**config.mk**
```make
export PLATFORM = sky130hd
export DESIGN_NAME = atr_gen
export DESIGN_NICKNAME = d
export VERILOG_FILES = /design/src/rtl/atr_pkg.sv /design/src/rtl/atr_sync.sv /design/src/rtl/atr_shifter.sv /design/src/rtl/atr_ctrl.sv /design/src/rtl/atr_gen.sv
export SDC_FILE = /design/constraint.sdc
export NUM_CORES = 1
export LEC_CHECK = 0
export BUFFER_PORTS_ARGS = -buffer_cell sky130_fd_sc_hd__buf_4
export CORE_MARGIN = 10
export CORE_UTILIZATION = 53
export CTS_CLUSTER_DIAMETER = 50
export DETAILED_ROUTE_END_ITERATION = 16
export PLACE_DENSITY_LB_ADDON = 0.15
export SLEW_MARGIN = 25
export SYNTH_ARGS = -nofsm -noshare
export SYNTH_HDL_FRONTEND = slang
export SYNTH_SLANG_ARGS = --single-unit
```
**constraint.sdc**
```tcl
create_clock -name clk_i -period 2 [get_ports clk_i]
set_input_delay 0.5 -clock clk_i [delete_from_list [all_inputs] [get_ports clk_i]]
set_output_delay 0.5 -clock clk_i [all_outputs]
set_load 0.05 [all_outputs]
```
**src/rtl/atr_pkg.sv**
```systemverilog
package atr_pkg;
  typedef enum logic [1:0] {
    ST_IDLE  = 2'd0,
    ST_ARMED = 2'd1,
    ST_SEND  = 2'd2
  } atr_state_e;

  localparam int unsigned HDR_BITS_DEF = 32;
  localparam logic [HDR_BITS_DEF-1:0] HDR_WORD_DEF = 32'h55AA5519;
endpackage

```
**src/rtl/atr_sync.sv**
```systemverilog
module atr_sync #(
  parameter int unsigned W      = 4,
  parameter int unsigned STAGES = 2,
  parameter logic [W-1:0] RST_VAL = '0
) (
  input  logic         clk_i,
  input  logic         rst_ni,
  input  logic [W-1:0] d_i,
  output logic [W-1:0] q_o
);
  logic [STAGES-1:0][W-1:0] ff_q;

  for (genvar s = 0; s < STAGES; s++) begin : g_stage
    if (s == 0) begin : g_first
      always_ff @(posedge clk_i or negedge rst_ni)
        if (!rst_ni) ff_q[s] <= RST_VAL;
        else         ff_q[s] <= d_i;
    end else begin : g_next
      always_ff @(posedge clk_i or negedge rst_ni)
        if (!rst_ni) ff_q[s] <= RST_VAL;
        else         ff_q[s] <= ff_q[s-1];
    end
  end

  assign q_o = ff_q[STAGES-1];
endmodule

```
**src/rtl/atr_shifter.sv**
```systemverilog
module atr_shifter #(
  parameter int unsigned HDR_BITS = 32,
  parameter logic [HDR_BITS-1:0] HDR_WORD = 32'h55AA5519,
  localparam int unsigned CNT_W = $clog2(HDR_BITS)
) (
  input  logic clk_i,
  input  logic rst_ni,
  input  logic load_i,
  input  logic shift_i,
  output logic bit_o,
  output logic last_o
);
  logic [HDR_BITS-1:0] sh_q;
  logic [CNT_W-1:0]    cnt_q;

  always_ff @(posedge clk_i or negedge rst_ni) begin
    if (!rst_ni) begin
      sh_q  <= '0;
      cnt_q <= '0;
    end else if (load_i) begin
      sh_q  <= HDR_WORD;
      cnt_q <= '0;
    end else if (shift_i) begin
      sh_q  <= sh_q >> 1;
      cnt_q <= cnt_q + 1'b1;
    end
  end

  assign bit_o  = sh_q[0];
  assign last_o = (cnt_q == CNT_W'(HDR_BITS - 1));

  // next bit comes from the neighbouring position (LSB first)
  a_r4_lsb_first: assert property (@(posedge clk_i) disable iff (!rst_ni)
    (shift_i && !load_i) |=> (bit_o == $past(sh_q[1])));
  // a load always presents b1 of the header
  a_r9_reload_b1: assert property (@(posedge clk_i) disable iff (!rst_ni)
    load_i |=> (bit_o == HDR_WORD[0] && !last_o));
endmodule

```
**src/rtl/atr_ctrl.sv**
```systemverilog
module atr_ctrl
  import atr_pkg::*;
(
  input  logic clk_i,
  input  logic rst_ni,
  input  logic rst_pin_i,
  input  logic cs_n_i,
  input  logic scl_i,
  input  logic busy_i,
  input  logic last_i,
  output logic load_o,
  output logic shift_o,
  output logic active_o
);
  atr_state_e state_q, state_d;
  logic rst_prev_q, scl_prev_q;
  logic rst_rise, rst_fall, scl_fall, abort;

  always_ff @(posedge clk_i or negedge rst_ni) begin
    if (!rst_ni) begin
      state_q    <= ST_IDLE;
      rst_prev_q <= 1'b0;
      scl_prev_q <= 1'b0;
    end else begin
      state_q    <= state_d;
      rst_prev_q <= rst_pin_i;
      scl_prev_q <= scl_i;
    end
  end

  assign rst_rise = rst_pin_i & ~rst_prev_q;
  assign rst_fall = ~rst_pin_i & rst_prev_q;
  assign scl_fall = ~scl_i & scl_prev_q;
  assign abort    = cs_n_i | busy_i;

  always_comb begin
    state_d = state_q;
    load_o  = 1'b0;
    shift_o = 1'b0;
    unique case (state_q)
      ST_IDLE: if (!abort && rst_rise) begin
        state_d = ST_ARMED;
        load_o  = 1'b1;
      end
      ST_ARMED: begin
        if (abort)         state_d = ST_IDLE;
        else if (rst_fall) state_d = ST_SEND;
      end
      ST_SEND: begin
        if (abort) state_d = ST_IDLE;
        else if (rst_rise) begin
          state_d = ST_ARMED;
          load_o  = 1'b1;
        end else if (scl_fall) begin
          if (last_i) state_d = ST_IDLE;
          else        shift_o = 1'b1;
        end
      end
      default: state_d = ST_IDLE;
    endcase
  end

  assign active_o = (state_q == ST_SEND);

  // driving starts only right after the reset pin fell
  a_r2_start_on_rst_fall: assert property (@(posedge clk_i) disable iff (!rst_ni)
    $rose(active_o) |-> ($past(rst_prev_q) && !$past(rst_pin_i)));
  // clocking past the last bit releases the line
  a_r6_release_after_last: assert property (@(posedge clk_i) disable iff (!rst_ni)
    (active_o && scl_fall && last_i) |=> !active_o);
  // chip select high forces release
  a_r7_cs_abort: assert property (@(posedge clk_i) disable iff (!rst_ni)
    cs_n_i |=> !active_o);
  // write busy forces release
  a_r8_busy_abort: assert property (@(posedge clk_i) disable iff (!rst_ni)
    busy_i |=> !active_o);
  // never driving while the reset pin is high
  a_r10_quiet_in_reset: assert property (@(posedge clk_i) disable iff (!rst_ni)
    rst_pin_i |=> !active_o);
endmodule

```
**src/rtl/atr_gen.sv**
```systemverilog
module atr_gen #(
  parameter int unsigned HDR_BITS    = atr_pkg::HDR_BITS_DEF,
  parameter logic [HDR_BITS-1:0] HDR_WORD = atr_pkg::HDR_WORD_DEF,
  parameter int unsigned SYNC_STAGES = 2
) (
  input  logic clk_i,
  input  logic rst_ni,
  input  logic atr_rst_i,
  input  logic cs_ni,
  input  logic scl_i,
  input  logic wr_busy_i,
  output logic sda_o,
  output logic sda_oe_o
);
  localparam int unsigned NPIN = 4;
  // order: {busy, scl, cs_n, rst}; chip select resets deselected
  localparam logic [NPIN-1:0] PIN_RST = 4'b0010;

  logic [NPIN-1:0] pins_s;
  logic load, shift, active, last, hbit;

  atr_sync #(.W(NPIN), .STAGES(SYNC_STAGES), .RST_VAL(PIN_RST)) u_sync (
    .clk_i (clk_i),
    .rst_ni(rst_ni),
    .d_i   ({wr_busy_i, scl_i, cs_ni, atr_rst_i}),
    .q_o   (pins_s)
  );

  atr_ctrl u_ctrl (
    .clk_i    (clk_i),
    .rst_ni   (rst_ni),
    .rst_pin_i(pins_s[0]),
    .cs_n_i   (pins_s[1]),
    .scl_i    (pins_s[2]),
    .busy_i   (pins_s[3]),
    .last_i   (last),
    .load_o   (load),
    .shift_o  (shift),
    .active_o (active)
  );

  atr_shifter #(.HDR_BITS(HDR_BITS), .HDR_WORD(HDR_WORD)) u_shift (
    .clk_i  (clk_i),
    .rst_ni (rst_ni),
    .load_i (load),
    .shift_i(shift),
    .bit_o  (hbit),
    .last_o (last)
  );

  assign sda_oe_o = active;
  assign sda_o    = active & hbit;

  // undriven line reads as 0
  a_r1_idle_low: assert property (@(posedge clk_i) disable iff (!rst_ni)
    !sda_oe_o |-> !sda_o);
endmodule

```
==> flow_summary.json, run 1 <==
{
  "synthDistinctLibCells": 27,
  "cts_hold_buf": 0,
  "start_kind": "flop",
  "utilization_pct": 61.5,
  "cts_root_buf": "clkbuf_4",
  "crit_buf_inv": 1,
  "via_count": 1286,
  "first_pass_iters": 4,
  "hold_class": "in -> async",
  "avgRoutedWirePerCell_um": 12.7,
  "dp_hpwl_um": 1940,
  "cts_buffers": 5,
  "numPortBuffers": 7,
  "cp.arrival_ns": 2.13,
  "fin_nets": 205,
  "fin_tns_setup_ns": 0,
  "clk_latency_ns": 0.35,
  "yosys_warnings": 0,
  "clockBufferDepth": 2,
  "drtAntennaViolNets": 0,
  "final_cell_area_mm2": 0.00208,
  "final_cell_mix": "nand2_1 (68), dfrtp_1 (46), nand3_1 (20)",
  "worst_pin_slew_ns": 0.567,
  "finalHoldViolCount": 0,
  "synth-seq-cells": 48,
  "diodes": 0,
  "rows": 21,
  "wirelength_um": 3100,
  "grtUsageMet3_pct": 4.39,
  "initial_core_util_pct": 55.6,
  "yosysSeqAreaShare_pct": 63.8,
  "cts_sinks": 48,
  "run_status": "completed",
  "grt.overflow.total": 0,
  "max_freq_ghz": 0.526,
  "htreeDepth": 2,
  "cp_slowest_stage_delay_ns": 0.40,
  "num_io_pins": 8,
  "drc": 0,
  "coreArea_mm2": 0.00339,
  "die_w_um": 79.6,
  "syn-instance-count": 186,
  "grt_pass1_wl_um": 5450,
  "grt_pass1_vias": 1185,
  "post-route-min-period_ns": 1.90,
  "clk_pin_slew_ns": 0.13,
  "synth_area_per_cell_um2": 10.1,
  "p_per_area_mw_per_mm2": 742,
  "synthesis.nets": 194,
  "antenna_found_initial": 0,
  "syn2layout_area_growth_pct": 10.6,
  "drive_gt1_share_pct": 14.1,
  "path_max_fanout": 22,
  "path_class": "reg -> reg",
  "dieArea_mm2": 0.00634,
  "viasPerCell": 5.27,
  "cts_tree": "done",
  "critPathSlowestCell": "dfrtp_1",
  "grt_usage_pct": 10.9,
  "grt-busiest-layer": "met2",
  "grt_start_max_net_pins": 49,
  "power_leakage_uw": 0.000976,
  "path_cells": "ha_1 > and3_1 > ha_2 > nor3b_4 > nand4_4 > buf_12 > o21ai_0 > a21oi_1",
  "filler_cell_count": 290,
  "skew_ns": 0.00607,
  "cp_top_family": "simple AND/OR/NAND/NOR gates",
  "slew_headroom_pct": 62.2,
  "cap_violations": 0,
  "die_y_um": 79.6,
  "grt_use_met1_pct": 13.2,
  "place_area_mm2": 0.00199,
  "layout_commonest_cell": "nand2_1",
  "worstPathRequired_ns": 2.23,
  "slew_viol_final": 0,
  "syn-cell-area_mm2": 0.00189,
  "gp_congestion": 0.800,
  "ir_drop_mv": 0.501,
  "cp-end-kind": "flop",
  "drt_iter0_drc": 114,
  "grtUsageMet2_pct": 16.4,
  "rsz0062_at_grt": "false",
  "finalSetupViolations": 0,
  "finalCritPeriodShare_pct": 95.1
}
==> per-stage QoR <==
step / power, uW / cells / hold slack (ns) / worst slack, ns
after floorplan: 1070 / 186 / 0.204 / 0.0433
after CTS: 1570 / 243 / 0.127 / 0.00355
final: 1550 / 244 / 0.119 / 0.0973
after global placement: 1110 / 235 / 0.335 / 0.0580
after global routing: 1620 / 244 / 0.139 / 0.00298
after detailed placement: 1110 / 235 / 0.335 / 0.0125
==> flip-flops by register name, summed over array words and instances (netlist names) <==
name and flops:
u_sync.ff_q 4, u_sync.q_o 4, u_ctrl.rst_prev_q 1, u_shift.cnt_q 5, u_shift.sh_q 31, u_ctrl.state_q 2, u_ctrl.scl_prev_q 1
==> final timing paths <==
path	slack, ns	cells past startpoint	from	to
min reg2reg	0.36	0	u_sync.ff_q[2]	u_sync.q_o[2]
max reg2reg	0.1	8	u_shift.cnt_q[0]	u_shift.cnt_q[3]
min in group clk_i	0.24	1	cs_ni	u_sync.ff_q[1]
max in group asynchronous	1.49	1	rst_ni	u_sync.ff_q[1]
min	0.12	1	rst_ni	u_ctrl.rst_prev_q
max	0.1	8	u_shift.cnt_q[0]	u_shift.cnt_q[3]
==> cells in the mapped netlist <==
| library cell | number | area [um2] |
|---|---|---|
| nand2b_1 | 2 | 12.5 |
| nor2b_1 | 1 | 6.26 |
| nor3b_1 | 1 | 7.51 |
| a21oi_1 | 2 | 10.0 |
| buf_4 | 3 | 22.5 |
| and3_1 | 1 | 6.26 |
| nand2_1 | 68 | 255 |
| nor2b_2 | 1 | 8.76 |
| nor2_1 | 2 | 7.51 |
| and2_1 | 2 | 12.5 |
| mux2i_1 | 1 | 10.0 |
| nor2_2 | 1 | 6.26 |
| nand4b_1 | 1 | 8.76 |
| nor3b_4 | 1 | 18.8 |
| and4_1 | 1 | 8.76 |
| buf_2 | 2 | 10.0 |
| dfstp_2 | 2 | 52.6 |
| nand3_1 | 20 | 100 |
| or3_1 | 1 | 6.26 |
| dfrtp_1 | 46 | 1150 |
| nand3b_1 | 1 | 7.51 |
| nor3_1 | 1 | 5.00 |
| clkbuf_1 | 5 | 18.8 |
| o21ai_0 | 16 | 80.1 |
| nand4_4 | 1 | 21.3 |
| ha_1 | 2 | 25.0 |
| nand4_1 | 1 | 6.26 |
==> routing by layer <==
layer / up-vias / part of all wire (%)
met1: 629 / 46
met4: 0 / 2.0
met2: 20 / 47
met3: 7 / 5.4
li1: 630 / -
met5: - / 0
==> report_power, final <==
group,total [uW],internal [uW],switching (uW)
registers,1030,1010,18.3
logic,67.4,24.6,42.7
clock network,454,174,280
==> timing repair <==
item                                    CTS  global route
buffers inserted                          0             1
pin swaps                                 0             3
gates resized for setup                   2             7
endpoints found under the setup margin    2            34
==> worst reg2reg max path: cells and delay by family, from the launching register on <==
kind                       cells  cell delay [ns]
AOI/OAI and AO/OA              2             0.24
adders and majority gates      2             0.40
buffers and inverters          1             0.19
DFF                            1             0.40
and+or+nand+nor                3             0.55
==> cell families (layout without fill, tap and decap cells) <==
| family | count (synthesis) | in the layout | synth area share (%) |
|---|---|---|---|
| simple gates | 107 | 107 | 26.8 |
| flops | 48 | 48 | 63.8 |
| compound gates | 18 | 18 | 4.78 |
| buf+inv | 10 | 22 | 2.72 |
| fa+ha+maj | 2 | 2 | 1.33 |
| mux | 1 | 1 | 0.531 |
==> final cells by class <==
cell class              instances  area (um2)  share of cell area (%)
clock buffers                   8        58.8                    2.82
well taps                      46        57.6                    2.76
flip-flops and latches         48        1200                    57.7
repair buffers                 14         129                    6.18
multi-input cells             128         636                    30.5
No activity file was read; power rests on OpenSTA's default activity.
==> run 2: changes to the inputs <==
--- a/config.mk
+++ b/config.mk
@@ -10,7 +10,7 @@
 export CORE_UTILIZATION = 53
 export CTS_CLUSTER_DIAMETER = 50
 export DETAILED_ROUTE_END_ITERATION = 16
-export PLACE_DENSITY_LB_ADDON = 0.15
+export PLACE_DENSITY = 0.73
 export SLEW_MARGIN = 25
 export SYNTH_ARGS = -nofsm -noshare
 export SYNTH_HDL_FRONTEND = slang
==> flow_summary.json, run 2 (synthesized netlist as in run 1, its figures left out) <==
{
  "finalCritPeriodShare_pct": 96.0,
  "start_kind": "flop",
  "worst_pin_slew_ns": 0.595,
  "largest-register": "u_shift.sh_q",
  "largest_register_ffs": 31,
  "skew_ns": 0.00765,
  "drtAntennaViolNets": 0,
  "p_per_area_mw_per_mm2": 795,
  "grt_pass1_wl_um": 5820,
  "grt.overflow.total": 0,
  "rows": 21,
  "cp-end-kind": "flop",
  "reg_top3": "u_shift.sh_q (31), u_shift.cnt_q (5)",
  "clockBufferDepth": 2,
  "avgRoutedWirePerCell_um": 13.7,
  "ir_drop_mv": 0.631,
  "reg2reg_from": "u_shift.cnt_q[1]",
  "path_max_fanout": 33,
  "path_class": "reg -> reg",
  "hold_slack_ns": 0.114,
  "wirelength_um": 3310,
  "run_status": "completed",
  "fin_nets": 203,
  "slew_viol_final": 0,
  "grt_pass1_vias": 1272,
  "die_y_um": 79.6,
  "slew_headroom_pct": 60.4,
  "numPortBuffers": 7,
  "cts_tree": "done",
  "dp_hpwl_um": 2060,
  "antenna_found_initial": 0,
  "clk_pin_slew_ns": 0.14,
  "drt_iter0_drc": 88,
  "post-route-min-period_ns": 1.92,
  "first_pass_iters": 4,
  "gp_congestion": 0.699,
  "clk_latency_ns": 0.36,
  "viasPerCell": 5.34,
  "max_freq_ghz": 0.521,
  "final_cell_area_mm2": 0.00210,
  "cp.arrival_ns": 2.23,
  "cts_sinks": 48,
  "power_leakage_uw": 0.000970,
  "drc": 0,
  "cts_buffers": 5,
  "finalHoldViolCount": 0,
  "cap_violations": 0,
  "die_w_um": 79.6,
  "final_cell_mix": "nand2_1 (68), dfrtp_1 (46), nand3_1 (20)",
  "hold_class": "in -> async",
  "dieArea_mm2": 0.00634,
  "diodes": 0,
  "num_io_pins": 8,
  "finalSetupViolations": 0,
  "grt_start_max_net_pins": 49,
  "via_count": 1293,
  "syn2layout_area_growth_pct": 11.5,
  "grt_usage_pct": 11.7,
  "cts_root_buf": "clkbuf_4",
  "coreArea_mm2": 0.00339,
  "cts_hold_buf": 0,
  "layout_commonest_cell": "nand2_1",
  "place_area_mm2": 0.00198,
  "htreeDepth": 2,
  "worstPathRequired_ns": 2.31,
  "drive_gt1_share_pct": 15.8,
  "initial_core_util_pct": 55.6,
  "startpoint": "u_shift.cnt_q[1]"
}
==> run 2: cell types whose count changed in the layout (fill, tap and decap cells not counted), sizes merged <==
cell and delta:
clkbuf -3, buf -2, bufinv +1, clkinvlp +1
inv +1
==> run 2: report_power, final <==
| group | switching, uW | internal, uW | leakage, uW |
|---|---|---|---|
| Combinational | 44.6 | 24.7 | 0.000356 |
| Sequential | 19.3 | 1010 | 0.000572 |
| Clock | 310 | 267 | 0.0000418 |
| Total | 374 | 1300 | 0.000970 |
==> run 2: metrics by stage <==
stage	cells	total power (uW)	setup TNS, ns	utilization, %	setup slack, ns
finish	242	1670	0	62.1	0.0806
global route	242	1750	-0.0121	62.1	-0.00547
CTS	241	1690	0	61.2	0.0149
detailed placement	232	1120	-0.0163	58.4	-0.00933
global placement	232	1110	0	58.4	0.0715
floorplan	186	1070	0	-	0.0433
==> run 2: layer usage <==
| layer | part of all wire (%) | GRT usage (%) | vias up |
|---|---|---|---|
| met2 | 50 | 18.9 | 28 |
| met4 | 1.4 | 4.30 | 0 |
| met1 | 44 | 13.7 | 631 |
| met5 | 0 | 0 | - |
| met3 | 4.6 | 4.62 | 6 |
| li1 | - | - | 628 |
==> run 2: path summary, 6_finish.rpt <==
kind                                     to  slack (ns)  cells after the start
min in group clk_i           u_sync.ff_q[1]        0.23                      1
max in group asynchronous  u_shift.sh_q[15]        1.49                      1
max                        u_shift.sh_q[29]        0.08                      8
min                        u_shift.cnt_q[4]        0.11                      1
max reg2reg                u_shift.sh_q[29]        0.08                      8
min reg2reg                   u_sync.q_o[2]        0.37                      0
==> run 2: repair_timing <==
item | CTS | global route
setup buffers | 1 | 1
pin swaps | 1 | 4
setup endpoints to repair | 12 | 35
resized for setup | 1 | 6
==> run 2: area by class of cell <==
| type | count | area [um2] |
|---|---|---|
| multi-input cells | 128 | 652 |
| clock buffers | 5 | 37.5 |
| fillers | 276 | 1290 |
| clock inverters | 3 | 46.3 |
| repair buffers | 12 | 106 |
| flip-flops and latches | 48 | 1200 |
| well taps | 46 | 57.6 |
==> run 2: worst max-delay path, cell delays in order, from the launching register on <==
cell and delay (ns):
dfrtp_1 0.43, ha_2 0.18, and3_1 0.18, ha_2 0.19, nor3b_4 0.26, and4_4 0.28
buf_12 0.18, nand2_1 0.09, nand2_1 0.07
